--- src/rtl/card_opt_pkg.sv ---
package card_opt_pkg;

  localparam int OPT_W     = 8;
  localparam int SRST_BIT  = 7;
  localparam int LEVEL_BIT = 6;
  localparam int ROUTE_BIT = 2;
  localparam int IOEN_BIT  = 0;

  typedef struct packed {
    logic srst;
    logic level;
    logic route;
    logic ioen;
  } opt_view_t;

  // Value stored after a host write: a soft reset clears every other field.
  function automatic logic [OPT_W-1:0] opt_next(input logic [OPT_W-1:0] wdata);
    logic [OPT_W-1:0] v;
    v = wdata;
    if (wdata[SRST_BIT]) begin
      v = '0;
      v[SRST_BIT] = 1'b1;
    end
    return v;
  endfunction

  // Field view; every enable is vetoed while soft reset is held.
  function automatic opt_view_t opt_decode(input logic [OPT_W-1:0] q);
    opt_view_t v;
    v.srst  = q[SRST_BIT];
    v.level = q[LEVEL_BIT] & ~q[SRST_BIT];
    v.route = q[ROUTE_BIT] & ~q[SRST_BIT];
    v.ioen  = q[IOEN_BIT]  & ~q[SRST_BIT];
    return v;
  endfunction

endpackage

--- src/rtl/card_opt_reg.sv ---
module card_opt_reg
  import card_opt_pkg::*;
#(
  parameter int ADDR_W = 11,
  parameter logic [ADDR_W-1:0] OPT_ADDR = 11'h200
) (
  input  logic             clk,
  input  logic             rst_n,
  input  logic [ADDR_W-1:0] host_a,
  input  logic             host_attr_sel_n,
  input  logic             host_cs_lo_n,
  input  logic             host_mwr_n,
  input  logic [OPT_W-1:0] host_d,
  output logic [OPT_W-1:0] opt_q,
  output logic             wr_evt
);

  logic mwr_n_d;
  logic hit;

  always_ff @(posedge clk or negedge rst_n) begin
    if (!rst_n) mwr_n_d <= 1'b1;
    else        mwr_n_d <= host_mwr_n;
  end

  assign hit    = ~host_attr_sel_n & ~host_cs_lo_n & (host_a == OPT_ADDR);
  assign wr_evt = hit & host_mwr_n & ~mwr_n_d;

  always_ff @(posedge clk or negedge rst_n) begin
    if (!rst_n)      opt_q <= '0;
    else if (wr_evt) opt_q <= opt_next(host_d);
  end

endmodule

--- src/rtl/card_opt_irq.sv ---
module card_opt_irq #(
  parameter int PULSE_LEN = 8,
  localparam int CNT_W = $clog2(PULSE_LEN + 1)
) (
  input  logic clk,
  input  logic rst_n,
  input  logic level_mode,
  input  logic route,
  input  logic host_ready,
  output logic irq
);

  logic             ready_d;
  logic             ready_rise;
  logic             lvl_q;
  logic [CNT_W-1:0] cnt;

  function automatic logic [CNT_W-1:0] cnt_step(
    input logic [CNT_W-1:0] cur,
    input logic             clear,
    input logic             load
  );
    if (clear)          return '0;
    else if (load)      return CNT_W'(PULSE_LEN);
    else if (cur != '0) return cur - 1'b1;
    else                return cur;
  endfunction

  assign ready_rise = host_ready & ~ready_d;

  always_ff @(posedge clk or negedge rst_n) begin
    if (!rst_n) begin
      ready_d <= 1'b0;
      lvl_q   <= 1'b0;
      cnt     <= '0;
    end else begin
      ready_d <= host_ready;
      lvl_q   <= route & level_mode & host_ready;
      cnt     <= cnt_step(cnt, ~route | level_mode, ready_rise);
    end
  end

  assign irq = route & (lvl_q | (cnt != '0));

endmodule

--- src/rtl/card_opt_iogate.sv ---
module card_opt_iogate #(
  parameter int N_STB = 2
) (
  input  logic             io_en,
  input  logic             host_cs_lo_n,
  input  logic [N_STB-1:0] stb_n,
  output logic [N_STB-1:0] go
);

  for (genvar i = 0; i < N_STB; i++) begin : g_stb
    assign go[i] = io_en & ~host_cs_lo_n & ~stb_n[i];
  end

endmodule

--- src/rtl/card_opt_ctl.sv ---
module card_opt_ctl
  import card_opt_pkg::*;
#(
  parameter int ADDR_W = 11,
  parameter logic [ADDR_W-1:0] OPT_ADDR = 11'h200,
  parameter int PULSE_LEN = 8
) (
  input  logic              clk,
  input  logic              rst_n,
  input  logic [ADDR_W-1:0] host_a,
  input  logic              host_attr_sel_n,
  input  logic              host_cs_lo_n,
  input  logic              host_mwr_n,
  input  logic [7:0]        host_d,
  input  logic              host_io_rd_n,
  input  logic              host_io_wr_n,
  input  logic              host_ready,
  output logic [7:0]        opt_q,
  output logic              io_en,
  output logic              io_rd_go,
  output logic              io_wr_go,
  output logic              irq,
  output logic              mbx_flush
);

  logic      opt_wr_evt;
  opt_view_t view;
  logic [1:0] go;

  card_opt_reg #(.ADDR_W(ADDR_W), .OPT_ADDR(OPT_ADDR)) u_reg (
    .clk(clk), .rst_n(rst_n), .host_a(host_a),
    .host_attr_sel_n(host_attr_sel_n), .host_cs_lo_n(host_cs_lo_n),
    .host_mwr_n(host_mwr_n), .host_d(host_d),
    .opt_q(opt_q), .wr_evt(opt_wr_evt)
  );

  assign view = opt_decode(opt_q);

  card_opt_irq #(.PULSE_LEN(PULSE_LEN)) u_irq (
    .clk(clk), .rst_n(rst_n), .level_mode(view.level), .route(view.route),
    .host_ready(host_ready), .irq(irq)
  );

  card_opt_iogate #(.N_STB(2)) u_gate (
    .io_en(view.ioen), .host_cs_lo_n(host_cs_lo_n),
    .stb_n({host_io_wr_n, host_io_rd_n}), .go(go)
  );

  assign io_rd_go  = go[0];
  assign io_wr_go  = go[1];
  assign io_en     = view.ioen;
  assign mbx_flush = view.srst;

endmodule

--- config.mk ---
export PLATFORM = sky130hd
export DESIGN_NAME = card_opt_ctl
export DESIGN_NICKNAME = d
export VERILOG_FILES = /design/src/rtl/card_opt_pkg.sv /design/src/rtl/card_opt_reg.sv /design/src/rtl/card_opt_irq.sv /design/src/rtl/card_opt_iogate.sv /design/src/rtl/card_opt_ctl.sv
export SDC_FILE = /design/constraint.sdc
export NUM_CORES = 1
export LEC_CHECK = 0
export BUFFER_PORTS_ARGS = -buffer_cell sky130_fd_sc_hd__buf_2
export CAP_MARGIN = 15
export CORE_UTILIZATION = 43
export DETAILED_ROUTE_END_ITERATION = 7
export GPL_TIMING_DRIVEN = 0
export PLACE_DENSITY = 0.77
export SKIP_CTS_REPAIR_TIMING = 1
export SYNTH_ARGS = -nofsm -noshare
export SYNTH_HDL_FRONTEND = slang
export SYNTH_SLANG_ARGS = --single-unit
--- constraint.sdc ---
create_clock -name clk -period 1.7 [get_ports clk]
set_input_delay 0.17 -clock clk [delete_from_list [all_inputs] [get_ports clk]]
set_output_delay 0.17 -clock clk [all_outputs]
set_load 0.05 [all_outputs]
* Word level (Yosys, flattened, before mapping)
Index checks and enable logic that the tools add are counted.
** Storage, ports and cells
- Register bits after elaboration :: 15
- Bits in latches :: 0
- Memory bits (read-only) :: 0
- Bits in writable memories :: 0
- Word-level logic and storage cells :: 37
- Memories :: 0
- Bits of input ports :: 27
** Cells by class
- $lt $le $gt $ge :: 0
- Add/subtract/negate cells :: 1
- Eq/ne operators :: 1
- Multiplexer cells :: 4
- Multipliers :: 0
- Divide/modulo/power cells :: 0
- Reduce and logical (&&, ||, !) cells :: 2
- Shift operators :: 0
- Bitwise gates (word level) :: 24
** Operator list (number)
- bitwise AND 1 bit :: 14
- 2-to-1 mux 4 bit :: 3
- equality test 11 x 10 -> 1 bit (second input constant) :: 1
- 2-to-1 mux 8 bit :: 1
- NOT 1 bit :: 8
- nonzero test 4 bit :: 1
- subtractor 4 x 1 -> 4 bit (second input constant) :: 1
- nonzero test 3 bit :: 1
- OR 1 bit :: 2

* Longest topological paths before layout
- Word-level depth :: 5
- Depth in mapped cells :: 5

* By module
From an unflattened synthesis, not the netlist that was laid out.
** Unflattened totals
- Cell total of the unflattened synthesis :: 64
- Area total of the unflattened synthesis :: 815.8 sq um
** Modules (own cells, without submodules)
- card_opt_reg :: instances 1, cells each 30, seq. area each 226.5 sq um, area an instance 461.7 sq um
- card_opt_irq :: instances 1, cells each 28, seq. area each 150.1 sq um, area an instance 312.8 sq um
- card_opt_ctl :: instances 1, cells each 4, seq. area each 0.0 sq um, area an instance 26.3 sq um
- card_opt_iogate :: instances 1, cells each 2, seq. area each 0.0 sq um, area an instance 15.0 sq um

* Least setup slack after synthesis
No wires, ideal clock.
- Path kind :: register to output
- From :: reg u_reg.opt_q[0]
- To :: out io_rd_go
- Buffers on the path :: 0
- Required time :: 1.530 ns
- Slack :: -0.738 ns
- Data arrival time :: 2.268 ns
- Cell stages (with the launch flop) :: 4
- Cell sequence :: dfrtp_1 > nor2b_1 > nand2b_1 > nor2_1
** On the way
- Word-level cells in the longest chain between the ends :: 3
** Ends and longest elaborated chain
- from (decl) :: RTL line card_opt_reg.sv:14 : output logic [OPT_W-1:0] opt_q,
- from (signal assigned) :: RTL line card_opt_reg.sv:31 : else if (wr_evt) opt_q <= opt_next(host_d);
- bitwise AND 1 bit :: RTL line card_opt_pkg.sv:33 : v.ioen = q[IOEN_BIT] & ~q[SRST_BIT];
- via io_en :: RTL line card_opt_ctl.sv:19 : output logic io_en,
- bitwise AND 1 bit (2 in a row) :: RTL line card_opt_iogate.sv:11 : assign go[i] = io_en & ~host_cs_lo_n & ~stb_n[i];
- to (decl) :: RTL line card_opt_ctl.sv:20 : output logic io_rd_go,
The timed path passes the listed nets, and every way through them passes these cells.

* Worst setup path in the final report
- From :: reg u_irq.cnt[0]
- To :: out irq
** On the way
- Word-level cells in the longest chain between the ends :: 3
** Ends and longest elaborated chain
- from (decl) :: RTL line card_opt_irq.sv:16 : logic [CNT_W-1:0] cnt;
- from (signal assigned) :: RTL line card_opt_irq.sv:39 : cnt <= cnt_step(cnt, ~route | level_mode, ready_rise);
- nonzero test 4 bit :: RTL line card_opt_irq.sv:43 : assign irq = route & (lvl_q | (cnt != '0));
- OR 1 bit :: RTL line card_opt_irq.sv:43
- bitwise AND 1 bit :: RTL line card_opt_irq.sv:43
- to (decl) :: RTL line card_opt_ctl.sv:22 : output logic irq,
No other way between the ends.

==> key figures <==
Logic synthesis
  – Fraction of the mapped netlist area in adder cells: 0.01621
  – Number of distinct library cells after synthesis: 22
  – Area of the mapped netlist: roughly 770 um2
  – Register bit count reported by yosys: 15
  – Post-synth EDFFs: 0
  – Cell types occupying the most area after synthesis: sky130_fd_sc_hd__dfrtp_1 (45%), sky130_fd_sc_hd__mux2_2 (10%), sky130_fd_sc_hd__nor4_4 (8.3%), sky130_fd_sc_hd__nor2b_1 (6.5%), sky130_fd_sc_hd__dfstp_2 (3.4%)
  – Number of warning messages in the yosys log: 0
  – Multiplexer share of the synthesized area: 0.1280
  – Async SR Flop Fraction: 1.000
  – Simple-gate portion of the synthesized area: 0.2950
  – Xor/xnor share of the synthesized area: 0.01135
  – Average cell area after synthesis: around 13 um2
  – Portion of synthesized cell area occupied by the leading cell type: 0.4538
  – Post-Synthesis Cells: 61
  – Most frequent cells after synthesis: sky130_fd_sc_hd__dfrtp_1 (14), sky130_fd_sc_hd__nor2b_1 (8), sky130_fd_sc_hd__mux2_2 (7)
  – Synth Flop Type: sky130_fd_sc_hd__dfrtp_1
  – Post-synthesis compound-gate area fraction: 0.03728
  – Main combinational cell family by area after synthesis: simple AND/OR/NAND/NOR gates
  – Nets in the synthesized netlist: 89
  – Count leader, synth: sky130_fd_sc_hd__dfrtp_1
  – Sequential element share of the synthesized area: 0.4878
  – Synth area leader: sky130_fd_sc_hd__dfrtp_1

Job
  – Maxcap violations: 0

Timing
  – Slew at the pin closest to its max-slew limit: between 0.4 and 0.5 ns
  – Final setup slack of the worst path: -0.08296 ns
  – Final count of pins violating max slew: 0
  – Worst slew slack as a fraction of its limit: 0.7094
  – Highest Clock Rate: 560.9 MHz
  – Crit share post-route: 1.049
  – Post-layout minimum cycle time: 1.783 ns
  – # setup viols final: 1
  – Hold violation count in the final report: 0
  – Final Skew: between 0.006 and 0.007 ns
  – Unrepaired setup endpoints after global routing: yes
  – Worst hold margin: approximately 0.0050 ns

Global routing
  – Routing usage on met1: 0.2202
  – Leftover overflow at the end of global routing: 0
  – Total routing usage reported by global routing: 0.1928
  – Largest net degree at the start of global routing: 16
  – Antenna violations before repair: 0
  – Number of global-route vias before repair: roughly 660
  – Met3 track utilization from global routing: 0.04082
  – GR peak layer: met2
  – Met2 demand-to-capacity share in global routing: 0.3412
  – Wire length of the first global-routing pass: 2746 um

Finish
  – Final cell count without fillers: between 100 and 150
  – Share of post-route cells with drive strength above 1: 0.6283
  – Total inserted antenna cells: 0
  – Syn-to-layout area delta: 46.51%
  – Post-route cell area: 1131 um2
  – Number of nets in the layout: ~140

Run status
  – Result of the run: finished with violations
  – Violations in the final reports: negative setup slack

Critical path
  – Reg2reg path depth: 5
  – Beginning of the worst register-to-register path: u_irq.cnt[0]$_DFFE_PN0P_
  – Start-to-end type of the worst setup path: reg -> out
  – Startpoint class of the critical path: register
  – Worst endpoint required time: about 1.5 ns
  – Sort of element at the end of the critical path: output pin
  – Worst path max stage delay: 0.40 ns
  – Cell class contributing the biggest share of worst-path delay: flip-flops
  – Critical Path Slowest Stage Cell: sky130_fd_sc_hd__dfrtp_1
  – Top fanout value on the critical path: 3
  – Number of cells on the critical path: 5
  – CP Data Arrival Time: 1.61 ns
  – Cell chain of the critical path: inv_2 > ha_4 > or3b_4 > o21a_1 > buf_6
  – R2R setup slack: ~0.12 ns
  – Number of buffers and inverters on the critical path: 2
  – Worst R2R End: u_irq.cnt[3]$_DFFE_PN0P_

Power and ir drop
  – Static leakage power: between 0.6 and 0.7 nW
  – Worst voltage drop across the vdd grid: ~680 uV
  – Power Density: between 900 and 1000 nW/um2

Route
  – First-pass detailed-route iteration total: 2
  – Via count: 644
  – Via count normalized by instance count: around 4.7
  – Post-DRT Antenna Nets: 0
  – Post-detailed-route DRC marker count: 0
  – Post-Route WL: ~1700 um
  – Mean routed wirelength per cell: 12.10 um
  – Initial DRC count: 4

Clock network
  – Clock root buffer: sky130_fd_sc_hd__clkbuf_4
  – Clock slew at reported path FFs: 0.09 ns
  – Total clock sinks: 15
  – Buffers from clock root to sink, at most: 2
  – Source-to-sink clock delay at the later pin of the worst-skew pair: 0.29 ns
  – Number of buffers created by CTS: 3
  – TritonCTS clock tree: built
  – CTS H-Tree Depth: 1

Floorplan
  – Effective utilization at floorplan: 0.4843
  – Row count: 14
  – Die footprint: just under 2000 um2
  – Core Region: 1594 um2
  – Die width: about 44 um
  – Die span in y: between 40 and 50 um
  – Io pins: 40

Placement
  – Global placer's final weighted congestion: 0.6917
  – Number of port buffers: 39
  – # placed instances: approximately 120
  – Estimated wirelength of the detail-placed design: around 1300 um
  – Placed standard-cell area: 1010 um2

Worst hold path
  – Classification of the worst-slack hold path: in -> reg
  – Source of the worst hold timing path: host_ready
  – Hold Crit Depth: 1
  – Hold Path Sink: u_irq.ready_d$_DFF_PN0_
cells by family (layout without fill, tap and decap cells):
| kind of cell | Yosys count | count (layout) |
|---|---|---|
| xor gates and xnor gates | 1 | 1 |
| and+or+nand+nor | 27 | 27 |
| DFF | 15 | 15 |
| buffers and inverters | 4 | 56 |
| adders and majority gates | 1 | 1 |
| muxes | 9 | 9 |
| AOI/OAI and AO/OA | 4 | 4 |
state kept, by name (all words and copies together), names as in the netlist:
name           flops
u_reg.mwr_n_d      1
u_irq.cnt          4
u_irq.ready_d      1
u_reg.opt_q        8
u_irq.lvl_q        1
worst max path at each step:
stage	from	end	slack, ns
floorplan	u_reg.opt_q[0]$_DFFE_PN0P_	io_rd_go	-0.11
global placement	u_irq.cnt[0]$_DFFE_PN0P_	irq	-0.009
detailed placement	u_irq.cnt[0]$_DFFE_PN0P_	irq	-0.05
CTS	u_irq.cnt[0]$_DFFE_PN0P_	irq	-0.37
global route	u_irq.cnt[0]$_DFFE_PN0P_	irq	-0.14
finish	u_irq.cnt[0]$_DFFE_PN0P_	irq	-0.08
cell usage in the layout (no fill, tap or decap):
master / n
sky130_fd_sc_hd__nand4_4: 1
sky130_fd_sc_hd__buf_6: 1
sky130_fd_sc_hd__nand2b_1: 4
sky130_fd_sc_hd__xnor2_1: 1
sky130_fd_sc_hd__a21oi_1: 1
sky130_fd_sc_hd__nor2_2: 2
sky130_fd_sc_hd__buf_2: 38
sky130_fd_sc_hd__ha_4: 1
sky130_fd_sc_hd__or3b_4: 1
sky130_fd_sc_hd__a211oi_1: 1
sky130_fd_sc_hd__nand3b_1: 2
sky130_fd_sc_hd__inv_2: 2
sky130_fd_sc_hd__nor2b_4: 1
sky130_fd_sc_hd__clkbuf_4: 3
sky130_fd_sc_hd__nor3_2: 1
sky130_fd_sc_hd__o21a_1: 1
sky130_fd_sc_hd__mux2_2: 7
sky130_fd_sc_hd__nor2b_1: 7
sky130_fd_sc_hd__mux2i_1: 2
sky130_fd_sc_hd__dfstp_2: 1
sky130_fd_sc_hd__dlygate4sd3_1: 2
sky130_fd_sc_hd__dfrtp_1: 14
sky130_fd_sc_hd__nor4_4: 3
sky130_fd_sc_hd__and3b_1: 1
sky130_fd_sc_hd__buf_4: 8
sky130_fd_sc_hd__nor2_1: 3
sky130_fd_sc_hd__and3_1: 1
sky130_fd_sc_hd__inv_1: 1
sky130_fd_sc_hd__clkinv_2: 1
sky130_fd_sc_hd__a2111oi_0: 1
final cells by class:
cell class	instances	area (um2)
Fill cell	114	462.9
Multi-Input combinational cell	42	404.1
Sequential cell	15	376.6
Timing Repair Buffer	48	274.0
Tap cell	24	30.03
Clock buffer	3	22.52
Inverter	3	11.26
Buffer	1	7.507
Clock inverter	1	5.005
metrics by stage:
stage                       util  setup slack (ns)  power, mW  setup TNS (ns)
final                     0.7096          -0.08296      1.108        -0.08296
after global routing      0.7096           -0.1432      1.178         -0.1459
after CTS                 0.6507           -0.3652     0.9468         -0.3652
after detailed placement  0.6334          -0.05174     0.7427        -0.05174
after global placement    0.6334         -0.008795     0.7218       -0.008795
after floorplan                -           -0.1062     0.6477         -0.2124
metal layers:
layer / wire length (um) / part of all wire
met1: 611 / 0.37
met2: 966 / 0.58
met3: 48 / 0.029
met4: 32 / 0.019
met5: 0 / 0
where the power goes:
group	total [mW]	leakage [nW]	switching [mW]	internal (mW)
Sequential	0.443	0.191	0.0376	0.406
Clock	0.207	0.0177	0.120	0.0875
Combinational	0.458	0.393	0.196	0.262
Power figures use the tool's default switching activity.
